<file path="config.mk">
export PLATFORM = sky130hd
export DESIGN_NAME = serial_rx_core
export DESIGN_NICKNAME = d
export VERILOG_FILES = /design/src/rtl/serial_rx_pkg.sv /design/src/rtl/serial_rx_frame_dec.sv /design/src/rtl/serial_rx_shifter.sv /design/src/rtl/serial_rx_holdreg.sv /design/src/rtl/serial_rx_core.sv
export SDC_FILE = /design/constraint.sdc
export NUM_CORES = 1
export LEC_CHECK = 0
export BUFFER_PORTS_ARGS = -buffer_cell sky130_fd_sc_hd__clkbuf_2
export CAP_MARGIN = 15
export CORE_MARGIN = 1.5
export CORE_UTILIZATION = 40
export CTS_CLUSTER_SIZE = 14
export DETAILED_ROUTE_END_ITERATION = 16
export GPL_ROUTABILITY_DRIVEN = 0
export PLACE_DENSITY = 0.58
export RECOVER_POWER = 25
export SYNTH_ARGS = -nofsm -noshare
export SYNTH_HDL_FRONTEND = slang
export SYNTH_SLANG_ARGS = --single-unit
export TNS_END_PERCENT = 100
</file>
<file path="constraint.sdc">
create_clock -name clk -period 3.05 [get_ports clk]
set_input_delay 0.305 -clock clk [delete_from_list [all_inputs] [get_ports clk]]
set_output_delay 0.305 -clock clk [all_outputs]
set_load 0.05 [all_outputs]
</file>
<file path="src/rtl/serial_rx_pkg.sv">
package serial_rx_pkg;

  typedef enum logic [1:0] {
    RX_IDLE  = 2'd0,
    RX_START = 2'd1,
    RX_BITS  = 2'd2
  } rx_state_t;

  typedef struct packed {
    logic [3:0] nbits;
    logic       par_en;
    logic       par_odd;
  } rx_frame_t;

  localparam logic [1:0] DIV_MRESET = 2'b11;

endpackage

</file>
<file path="src/rtl/serial_rx_frame_dec.sv">
module serial_rx_frame_dec
  import serial_rx_pkg::*;
(
  input  logic [2:0] word_sel,
  output rx_frame_t  frame
);

  always_comb begin
    frame.nbits   = word_sel[2] ? 4'd8 : 4'd7;
    frame.par_en  = !(word_sel[2] && !word_sel[1]);
    frame.par_odd = word_sel[0];
  end

endmodule

</file>
<file path="src/rtl/serial_rx_shifter.sv">
module serial_rx_shifter
  import serial_rx_pkg::*;
#(
  parameter int DIV_LO = 16,
  parameter int DIV_HI = 64,
  localparam int CW = $clog2(DIV_HI)
) (
  input  logic       clk,
  input  logic       rst_n,
  input  logic       clr,
  input  logic       tick,
  input  logic       rx,
  input  logic [1:0] div_sel,
  input  rx_frame_t  frame,
  output logic       done,
  output logic [7:0] data_o,
  output logic       par_bad,
  output logic       stop_bad
);

  localparam logic [CW-1:0] LO_M1   = CW'(DIV_LO - 1);
  localparam logic [CW-1:0] HI_M1   = CW'(DIV_HI - 1);
  localparam logic [CW-1:0] LO_HALF = CW'(DIV_LO / 2 - 1);
  localparam logic [CW-1:0] HI_HALF = CW'(DIV_HI / 2 - 1);

  rx_state_t     st_q, st_n;
  logic [CW-1:0] cnt_q, cnt_n;
  logic [3:0]    idx_q, idx_n;
  logic [7:0]    dat_q, dat_n;
  logic          pacc_q, pacc_n;
  logic          done_q, done_n;
  logic          pbad_q, pbad_n;
  logic          sbad_q, sbad_n;
  logic [CW-1:0] ratio_m1, half_m1;
  logic          div_one;

  always_comb begin
    div_one  = (div_sel == 2'b00);
    ratio_m1 = (div_sel == 2'b10) ? HI_M1 : (div_sel == 2'b01) ? LO_M1 : '0;
    half_m1  = (div_sel == 2'b10) ? HI_HALF : LO_HALF;
  end

  always_comb begin
    st_n   = st_q;
    cnt_n  = cnt_q;
    idx_n  = idx_q;
    dat_n  = dat_q;
    pacc_n = pacc_q;
    pbad_n = pbad_q;
    sbad_n = sbad_q;
    done_n = 1'b0;
    if (clr) begin
      st_n  = RX_IDLE;
      cnt_n = '0;
      idx_n = '0;
    end else if (tick) begin
      unique case (st_q)
        RX_IDLE: begin
          if (!rx) begin
            cnt_n = '0;
            if (div_one) begin
              st_n   = RX_BITS;
              idx_n  = '0;
              dat_n  = '0;
              pacc_n = 1'b0;
            end else begin
              st_n = RX_START;
            end
          end
        end
        RX_START: begin
          if (cnt_q == half_m1) begin
            cnt_n = '0;
            if (!rx) begin
              st_n   = RX_BITS;
              idx_n  = '0;
              dat_n  = '0;
              pacc_n = 1'b0;
            end else begin
              st_n = RX_IDLE;
            end
          end else begin
            cnt_n = cnt_q + 1'b1;
          end
        end
        RX_BITS: begin
          if (cnt_q == ratio_m1) begin
            cnt_n = '0;
            if (idx_q < frame.nbits) begin
              dat_n[idx_q[2:0]] = rx;
              pacc_n = pacc_q ^ rx;
              idx_n  = idx_q + 1'b1;
            end else if (frame.par_en && (idx_q == frame.nbits)) begin
              pacc_n = pacc_q ^ rx;
              idx_n  = idx_q + 1'b1;
            end else begin
              done_n = 1'b1;
              sbad_n = !rx;
              pbad_n = frame.par_en && (pacc_q ^ frame.par_odd);
              st_n   = RX_IDLE;
            end
          end else begin
            cnt_n = cnt_q + 1'b1;
          end
        end
        default: st_n = RX_IDLE;
      endcase
    end
  end

  always_ff @(posedge clk or negedge rst_n) begin
    if (!rst_n) begin
      st_q   <= RX_IDLE;
      cnt_q  <= '0;
      idx_q  <= '0;
      dat_q  <= '0;
      pacc_q <= 1'b0;
      done_q <= 1'b0;
      pbad_q <= 1'b0;
      sbad_q <= 1'b0;
    end else begin
      st_q   <= st_n;
      cnt_q  <= cnt_n;
      idx_q  <= idx_n;
      dat_q  <= dat_n;
      pacc_q <= pacc_n;
      done_q <= done_n;
      pbad_q <= pbad_n;
      sbad_q <= sbad_n;
    end
  end

  assign done     = done_q;
  assign data_o   = dat_q;
  assign par_bad  = pbad_q;
  assign stop_bad = sbad_q;

endmodule

</file>
<file path="src/rtl/serial_rx_holdreg.sv">
module serial_rx_holdreg #(
  parameter int DW = 8
) (
  input  logic          clk,
  input  logic          rst_n,
  input  logic          clr,
  input  logic          done,
  input  logic [DW-1:0] new_data,
  input  logic          new_pbad,
  input  logic          new_sbad,
  input  logic          rd,
  output logic [DW-1:0] data,
  output logic          full,
  output logic          pe,
  output logic          fe,
  output logic          ovr
);

  logic [DW-1:0] data_n;
  logic          full_n, pe_n, fe_n, ovr_n;
  logic          load_en;

  always_comb begin
    data_n  = data;
    full_n  = full;
    pe_n    = pe;
    fe_n    = fe;
    ovr_n   = ovr;
    load_en = done && (!full || rd);
    if (clr) begin
      full_n = 1'b0;
      pe_n   = 1'b0;
      fe_n   = 1'b0;
      ovr_n  = 1'b0;
    end else begin
      if (rd) begin
        full_n = 1'b0;
        pe_n   = 1'b0;
        fe_n   = 1'b0;
        ovr_n  = 1'b0;
      end
      if (load_en) begin
        data_n = new_data;
        full_n = 1'b1;
        pe_n   = new_pbad;
        fe_n   = new_sbad;
      end else if (done) begin
        ovr_n = 1'b1;
      end
    end
  end

  always_ff @(posedge clk or negedge rst_n) begin
    if (!rst_n) begin
      data <= '0;
      full <= 1'b0;
      pe   <= 1'b0;
      fe   <= 1'b0;
      ovr  <= 1'b0;
    end else begin
      data <= data_n;
      full <= full_n;
      pe   <= pe_n;
      fe   <= fe_n;
      ovr  <= ovr_n;
    end
  end

endmodule

</file>
<file path="src/rtl/serial_rx_core.sv">
module serial_rx_core
  import serial_rx_pkg::*;
#(
  parameter int DIV_LO = 16,
  parameter int DIV_HI = 64
) (
  input  logic       clk,
  input  logic       rst_n,
  input  logic       rx_line,
  input  logic       sample_tick,
  input  logic [2:0] word_sel,
  input  logic [1:0] div_sel,
  input  logic       rd_strobe,
  output logic [7:0] rx_data,
  output logic       rx_full,
  output logic       parity_err,
  output logic       framing_err,
  output logic       overrun
);

  rx_frame_t  frame;
  logic       mreset;
  logic       chr_done;
  logic [7:0] chr_data;
  logic       chr_pbad, chr_sbad;

  assign mreset = (div_sel == DIV_MRESET);

  serial_rx_frame_dec u_dec (
    .word_sel (word_sel),
    .frame    (frame)
  );

  serial_rx_shifter #(.DIV_LO(DIV_LO), .DIV_HI(DIV_HI)) u_shift (
    .clk      (clk),
    .rst_n    (rst_n),
    .clr      (mreset),
    .tick     (sample_tick),
    .rx       (rx_line),
    .div_sel  (div_sel),
    .frame    (frame),
    .done     (chr_done),
    .data_o   (chr_data),
    .par_bad  (chr_pbad),
    .stop_bad (chr_sbad)
  );

  serial_rx_holdreg #(.DW(8)) u_hold (
    .clk      (clk),
    .rst_n    (rst_n),
    .clr      (mreset),
    .done     (chr_done),
    .new_data (chr_data),
    .new_pbad (chr_pbad),
    .new_sbad (chr_sbad),
    .rd       (rd_strobe),
    .data     (rx_data),
    .full     (rx_full),
    .pe       (parity_err),
    .fe       (framing_err),
    .ovr      (overrun)
  );

endmodule

</file>
Word-level counts from Yosys, hierarchy flattened. Index checks and enable logic that the tools add are counted. W data, S select, Z words.

Register bits: 36. Word-level logic and storage cells: 134.

Add/sub/neg operators: 2. Order comparisons: 3. Eq/ne operators: 23. Muxes and demuxes: 65. Bitwise operators: 5. Reduce and logical (&&, ||, !) cells: 23.

Operators by type and width (number): $mux W8 (6); $mux W4 (11); $mux W6 (6); $mux W1 (25); $pmux W8 S3 (1); $mux W2 (9); $pmux W6 S3 (1); $reduce_and A9 Y1 (2); $eq A6 B6 Y1 (2); $ne A3 B3 Y1 const B (4); $pmux W4 S3 (1); $reduce_and A6 Y1 (2); $ne A3 B2 Y1 const B (3); $bwmux W8 (1); $ne A2 B1 Y1 const B (4); $reduce_and A8 Y1 (1); $add A6 B1 Y6 const B (1); $eq A2 B2 Y1 const B (3); $pmux W2 S3 (1); $reduce_bool A3 Y1 (2); $logic_and A1 B1 Y1 (5); $mux W5 (1); $add A4 B1 Y4 const B (1); $eq A2 B1 Y1 const B (2); 18 further kinds (26).

Longest topological paths before layout. Gate-level depths: netlist of run 1.

Word-level depth: 10. Gate-level depth with buffers: 9. Gate-level depth less buffers: 8.

Modules after synthesis. A second synthesis of run 1 with hierarchy kept.

Cells, all modules: 231. Area, all modules: 2230.9 um2.

By module, submodules not included: serial_rx_shifter (instances 1, cells each 189, area an instance 1697.9 um2, sequential area each 600.6 um2); serial_rx_holdreg (instances 1, cells each 35, area an instance 486.7 um2, sequential area each 300.3 um2); serial_rx_frame_dec (instances 1, cells each 6, area an instance 40.0 um2, sequential area each 0.0 um2); serial_rx_core (instances 1, cells each 1, area an instance 6.3 um2, sequential area each 0.0 um2).

Worst setup path after synthesis of run 1. No wires, ideal clock.

Kind: register -> register. Start: register u_shift.cnt_q[3]. End: register u_shift.pbad_q (netlist: u_shift.par_bad). Setup time: 0.128 ns. Data arrival time: 2.062 ns. Setup slack: 0.861 ns. Stages on the path, launching flop included: 7. Clock period less this slack: 2.189 ns. Cell sequence: dfrtp_1 -> buf_6 -> or4_1 -> o22a_1 -> or2_1 -> nor3_4 -> mux2_1.

Longest elaborated chain between the ends: 2.

Ends and longest elaborated chain: from (decl) (RTL line serial_rx_shifter.sv:27) `logic [CW-1:0] cnt_q, cnt_n;`; from (signal assigned) (RTL line serial_rx_shifter.sv:123) `cnt_q <= cnt_n;`; $eq A6 B6 Y1 (RTL line serial_rx_shifter.sv:87) `if (cnt_q == ratio_m1) begin`; $reduce_and A6 Y1 (no source line); to (signal assigned) (RTL line serial_rx_shifter.sv:128) `pbad_q <= pbad_n;`; to (decl) (RTL line serial_rx_shifter.sv:32) `logic pbad_q, pbad_n;`.

Every way passes these cells. A chain may end at the register's enable or synchronous reset.

Worst setup path after layout of run 1.
Start: register u_shift.cnt_q[3]. End: register u_shift.dat_q[2] (netlist: u_shift.data_o[2]).

Longest elaborated chain between the ends: 3. Elaborated cells on any way between the ends: 5. Those cells by class: eq/ne: 4; reduce/logical: 1.

Ends and longest elaborated chain: $eq A6 B6 Y1 (on tied branches) (RTL line serial_rx_shifter.sv:87, serial_rx_shifter.sv:72); $ne A2 B1 Y1 (no source line); $reduce_and A9 Y1 (no source line) (*); to (signal assigned) (RTL line serial_rx_shifter.sv:125) `dat_q <= dat_n;`; to (decl) (RTL line serial_rx_shifter.sv:29) `logic [7:0] dat_q, dat_n;`.

Every way passes the cells marked *; elsewhere a longest branch is shown, timed or not.

==> reports/metrics.csv, run 1 <==
stage;metric;value;unit
clock_tree;CTS Buf Count;5;
clock_tree;CTS tree;done;
placement;Place WS;0.593;ns
setup_path;required time worst endpoint;3.27;ns
setup_path;Critical Path Start;u_shift.cnt_q[3];
yosys;count leader, synth;dfrtp_1;
finish;P&R area growth vs syn;13.7;%
grt;gr ovfl total;0;
placement;I/O Buffers;21;
yosys;post-synthesis instance total;214;
yosys;post-synth top area share;42.2;%
clock_tree;clk sinks;36;
route;drt first pass iters;7;
timing;fin. max-slew vios;37;
route;1st-iter DRT viols;62;
setup_path;CP peak stage delay;0.54;ns
timing;final period utilization;77.8;%
floorplan;chip height;76.1;um
finish;Fill cells;525;
yosys;synthesis warning total;0;
yosys;top_reg_cell synth;dfrtp_1;
setup_path;reg-to-reg slack, setup;0.68;ns
yosys;Avg Cell Area, Syn;9.97;sq um
finish;final instance area;2430;sq um
outcome;failing checks;capacitance limit, slew limit;
timing;RSZ-0062 raised after global routing;no;
grt;first-pass GRT wire length;7790;um
clock_tree;Post-CTS Setup Bufs;0;
power_and_ir_drop;IR Drop Worst-Case VDD;382;uV
timing;Fin Setup TNS;0;ns
route;WL final;4210;um
setup_path;CP Cell Sequence;or4_1, o22a_1, o21ai_4, o2111ai_4, or3_4, o21ai_1;
floorplan;Core Area;5140;sq um
setup_path;R2R Path Start;u_shift.cnt_q[3];
placement;Placed Instances;301;
floorplan;cell row count;26;
finish;nets;260;
hold_path;hold path start;rd_strobe;
setup_path;crit path max-delay cell type;or4_1;
route;WL/cell;13.6;um
timing;slew margin rel.;-29.5;%
clock_tree;Reg clk slew, reported paths;0.08;ns
placement;area post-placement;2310;sq um
setup_path;crit-path max FO;15;
yosys;Post-synth EDFFs;0;
timing;Final min period;2.37;ns
finish;area of the multi-input gates;1160;sq um
grt;GR Util All Layers;16.4;%
floorplan;Die ar.;5780;sq um
flow_run;Max-cap violations;1;
timing;final worst slack;0.676;ns
finish;register area;901;sq um
clock_tree;Skew-Pair Late Insertion Delay;0.29;ns
setup_path;Critical Path End Type;flip-flop;
hold_path;worst min-delay path category;in2reg;
timing;Setup Skew;0.00760;ns
setup_path;crit path to;u_shift.data_o[2];
power_and_ir_drop;Leakage;0.00114;uW
finish;Final Core Density;47.2;%
clock_tree;H-tree depth;2;
route;DR vias;1653;
finish;ant diodes;0;
yosys;part of the Yosys area used for sequential elements;42.2;%
grt;pin count of the biggest net entering global routing;37;
clock_tree;Root Driver;clkbuf_8;
route;Vias/cell;5.35;
grt;initial antenna violation count;0;
grt;vias in the first global route;1669;
floorplan;Die X-Extent;76.1;um
clock_tree;Post-CTS Hold Fix Bufs;0;
floorplan;I/O pins;22;
yosys;commonest cells in the netlist;36 x dfrtp_1, 18 x nand2_1, 14 x o21ai_1;
clock_tree;post-CTS sizing;0;
yosys;Area contributors post-synth;dfrtp_1 42%, ha_1 7.0%, mux2_2 4.2%;
yosys;number of distinct library cells after synthesis;51;
yosys;largest area contributor in the netlist;dfrtp_1;
placement;DPL Wire Length;3020;um
timing;# setup viols final;0;
yosys;synthesized flop and latch total;36;
power_and_ir_drop;PD cells;626;nW/um^2
setup_path;worst reg2reg path endpoint;u_shift.data_o[2];
route;remaining antenna violation count;0;
yosys;Cell Area, Synth;2130;sq um
timing;Worst-Margin Slew;1.94;ns
setup_path;CP arrival;2.60;ns
finish;fraction of layout cells with a size suffix above 1;20.5;%
setup_path;worst r2r path cells;6;
clock_tree;Clock Tree Buf Depth;2;
route;Post-route DRC;0;
setup_path;critical path type;reg2reg;
setup_path;Setup crit start kind;flip-flop;
floorplan;Initial Util;41.5;%
finish;Layout Cells excl Fill;309;
timing;upper clock frequency limit;421;MHz
yosys;share of flip-flops with an asynchronous set or reset;100;%
timing;Hold Vio Cnt, Final;0;
yosys;syn_nets;236;
outcome;status;finished, violations left;
through the flow:
step                      hold WS [ns]  power (uW)
final                            0.199        1520
after global routing             0.195        1630
after CTS                        0.177        1540
after detailed placement         0.471        1100
after global placement           0.481        1100
after floorplan                0.00941         993
worst max-delay path, delay by kind of cell (launching register included):
kind / cells / cell delay [ns]
and+or+nand+nor: 2 / 1.01
AOI/OAI and AO/OA: 4 / 0.84
DFF: 1 / 0.46
cell usage in the layout, fill, tap and decap left out, types with 6 or more instances in the layout:
cell,n
a21oi_1,10
clkbuf_2,20
dfrtp_1,36
ha_1,12
inv_1,11
mux2_2,8
nand2_1,18
nand2b_1,6
nand3_1,10
nor2_1,9
o21a_1,9
o21ai_1,14
power by group:
group / total (uW) / internal, uW / switching [uW]
clock network: 430 / 246 / 184
registers: 605 / 552 / 53.6
logic: 484 / 196 / 288
registers in the layout, summed over array words and instances, names as in the netlist:
register	count
u_shift.st_q	2
u_hold.ovr	1
u_shift.cnt_q	6
u_shift.data_o	8
u_hold.full	1
u_hold.pe	1
u_hold.fe	1
u_shift.par_bad	1
u_shift.done	1
u_shift.pacc_q	1
u_hold.data	8
u_shift.stop_bad	1
u_shift.idx_q	4
cell type report:
class,instances,share of cell area [%]
flip-flops and latches,36,37.1
clock inverters,3,1.91
inverters,11,1.70
repair buffers,24,5.21
clock buffers,5,2.84
well taps,70,3.61
multi-input cells,160,47.6
metal layers:
metal	up-vias	GRT usage (%)	share of wire, %
met2	25	26.1	45
met3	2	3.95	2.9
met1	789	22.5	51
met5	-	0	0
met4	0	4.44	0.64
li1	837	-	-
how the worst min path moves through the flow:
stage,cells past startpoint,to,slack [ns]
after floorplan,0,u_hold.data[0],0.009
after global placement,2,u_shift.data_o[5],0.48
after detailed placement,2,u_shift.data_o[1],0.47
after CTS,1,u_shift.pacc_q,0.18
after global routing,2,u_hold.ovr,0.19
final,2,u_hold.ovr,0.20
cells by family after synthesis:
family	Yosys count	share of synthesized area, %
adders and majority gates	12	7.03
buffers and inverters	18	3.63
xor gates and xnor gates	1	0.410
and+or+nand+nor	71	18.4
muxes	13	6.62
DFF	36	42.2
AOI/OAI and AO/OA	63	21.7
(Power assumes the default switching activity.)
==> run 2: changes to the inputs <==
==> constraint.sdc (replaced) <==
create_clock -name clk -period 2.3 [get_ports clk]
set_input_delay 0.23 -clock clk [delete_from_list [all_inputs] [get_ports clk]]
set_output_delay 0.23 -clock clk [all_outputs]
set_load 0.05 [all_outputs]
==> reports/metrics.csv, run 2 (synthesized netlist as in run 1, its figures left out) <==
stage;metric;value;unit
setup_path;critical path type;reg2reg;
grt;GR Util All Layers;16.1;%
route;1st-iter DRT viols;77;
finish;ant diodes;0;
finish;nets;271;
timing;final period utilization;95.6;%
setup_path;crit path max-delay cell type;or4_1;
route;WL/cell;13.8;um
route;Post-route DRC;0;
clock_tree;Root Driver;clkbuf_8;
route;DR vias;1670;
floorplan;Die X-Extent;76.1;um
power_and_ir_drop;total power;2060;uW
hold_path;worst min-delay path category;in2reg;
placement;Placed Instances;312;
setup_path;CP peak stage delay;0.52;ns
power_and_ir_drop;IR Drop Worst-Case VDD;426;uV
setup_path;Setup crit start kind;flip-flop;
finish;Layout Cells excl Fill;320;
floorplan;Die ar.;5780;sq um
clock_tree;H-tree depth;2;
placement;DPL Wire Length;3190;um
hold_path;worst hold path cell count;2;
route;WL final;4430;um
finish;Fill cells;506;
setup_path;worst reg2reg path endpoint;u_shift.st_q[1];
outcome;failing checks;capacitance limit, slew limit;
flow_run;Max-cap violations;1;
finish;most common cell after layout, fill and taps aside;dfrtp_1;
timing;# setup viols final;0;
setup_path;CP arrival;2.38;ns
floorplan;cell row count;26;
clock_tree;clk sinks;36;
power_and_ir_drop;Leakage;0.00121;uW
power_and_ir_drop;PD cells;812;nW/um^2
setup_path;Critical Path Start;u_shift.cnt_q[3];
grt;initial antenna violation count;0;
route;drt first pass iters;5;
timing;Final min period;2.20;ns
clock_tree;CTS Buf Count;5;
finish;P&R area growth vs syn;18.7;%
clock_tree;Post-CTS Hold Fix Bufs;0;
route;Vias/cell;5.22;
finish;Final Core Density;49.3;%
grt;pin count of the biggest net entering global routing;37;
finish;area of the multi-input gates;1180;sq um
setup_path;CP Cell Sequence;or4_1, o22a_1, or2_1, o21ai_2, nand2_1, a221oi_1;
setup_path;reg-to-reg slack, setup;0.10;ns
route;remaining antenna violation count;0;
outcome;status;finished, violations left;
clock_tree;Reg clk slew, reported paths;0.08;ns
grt;vias in the first global route;1642;
timing;RSZ-0062 raised after global routing;no;
setup_path;crit path to;u_shift.st_q[1];
clock_tree;Clock Tree Buf Depth;2;
setup_path;R2R Path Start;u_shift.cnt_q[3];
clock_tree;CTS tree;done;
setup_path;worst r2r path cells;6;
setup_path;required time worst endpoint;2.48;ns
floorplan;I/O pins;22;
timing;fin. max-slew vios;37;
floorplan;Initial Util;41.5;%
placement;area post-placement;2400;sq um
timing;upper clock frequency limit;455;MHz
grt;first-pass GRT wire length;7580;um
grt;gr ovfl total;0;
finish;most frequent cells in the layout;36 x dfrtp_1, 20 x clkbuf_2, 18 x nand2_1;
clock_tree;Skew-Pair Late Insertion Delay;0.28;ns
setup_path;Critical Path End Type;flip-flop;
floorplan;chip height;76.1;um
finish;register area;901;sq um
setup_path;crit-path max FO;5;
timing;Setup Skew;0.00438;ns
timing;slew margin rel.;-28.8;%
timing;Hold Vio Cnt, Final;0;
floorplan;Core Area;5140;sq um
clock_tree;Post-CTS Setup Bufs;0;
placement;I/O Buffers;21;
timing;Worst-Margin Slew;1.93;ns
finish;fraction of layout cells with a size suffix above 1;25.6;%
finish;final instance area;2530;sq um
[run 2: routing by layer]
layer / GRT usage (%) / wire length, um / part of all wire (%)
met1: 21.8 / 2270 / 51
met2: 25.8 / 2020 / 46
met3: 3.23 / 108 / 2.4
met4: 5.74 / 27 / 0.61
met5: 0 / 0 / 0
[run 2: critical path: cells and delay by family (launching register included)]
| family | cells | cell delay (ns) |
|---|---|---|
| simple gates | 3 | 0.93 |
| compound gates | 3 | 0.73 |
| flops | 1 | 0.42 |
[run 2: final cells by class]
type,count,share of cell area (%)
Timing Repair Buffer,35,8.40
Inverter,11,1.63
Sequential cell,36,35.6
Multi-Input combinational cell,160,46.6
Tap cell,70,3.46
Clock inverter,3,1.68
Clock buffer,5,2.72
[run 2: what timing repair did]
action | 4_1_cts | 5_1_grt
pin swaps | 0 | 1
resized for setup | 1 | 4
setup endpoints to repair | 1 | 6
[run 2: stage by stage]
stage | setup slack [ns] | hold slack [ns] | TNS, ns
6_report | 0.101 | 0.132 | 0
3_5_place_dp | -0.0523 | 0.413 | -0.0523
3_3_place_gp | 0.0945 | 0.423 | 0
5_1_grt | 0.00586 | 0.140 | 0
4_1_cts | 0.00805 | 0.100 | 0
2_1_floorplan | 0.111 | -0.0656 | 0
[run 2: how the worst min path moves through the flow]
stage / from / to / slack, ns
6_report: rd_strobe / u_hold.ovr / 0.13
5_1_grt: rd_strobe / u_hold.ovr / 0.14
4_1_cts: rst_n / u_shift.pacc_q / 0.10
3_5_place_dp: rst_n / u_hold.ovr / 0.41
3_3_place_gp: rst_n / u_hold.ovr / 0.42
2_1_floorplan: rst_n / u_hold.data[0] / -0.07
[run 2: report_power, final]
part / switching [uW] / internal [uW]
Clock: 234 / 321
Combinational: 415 / 290
Sequential: 64.4 / 732
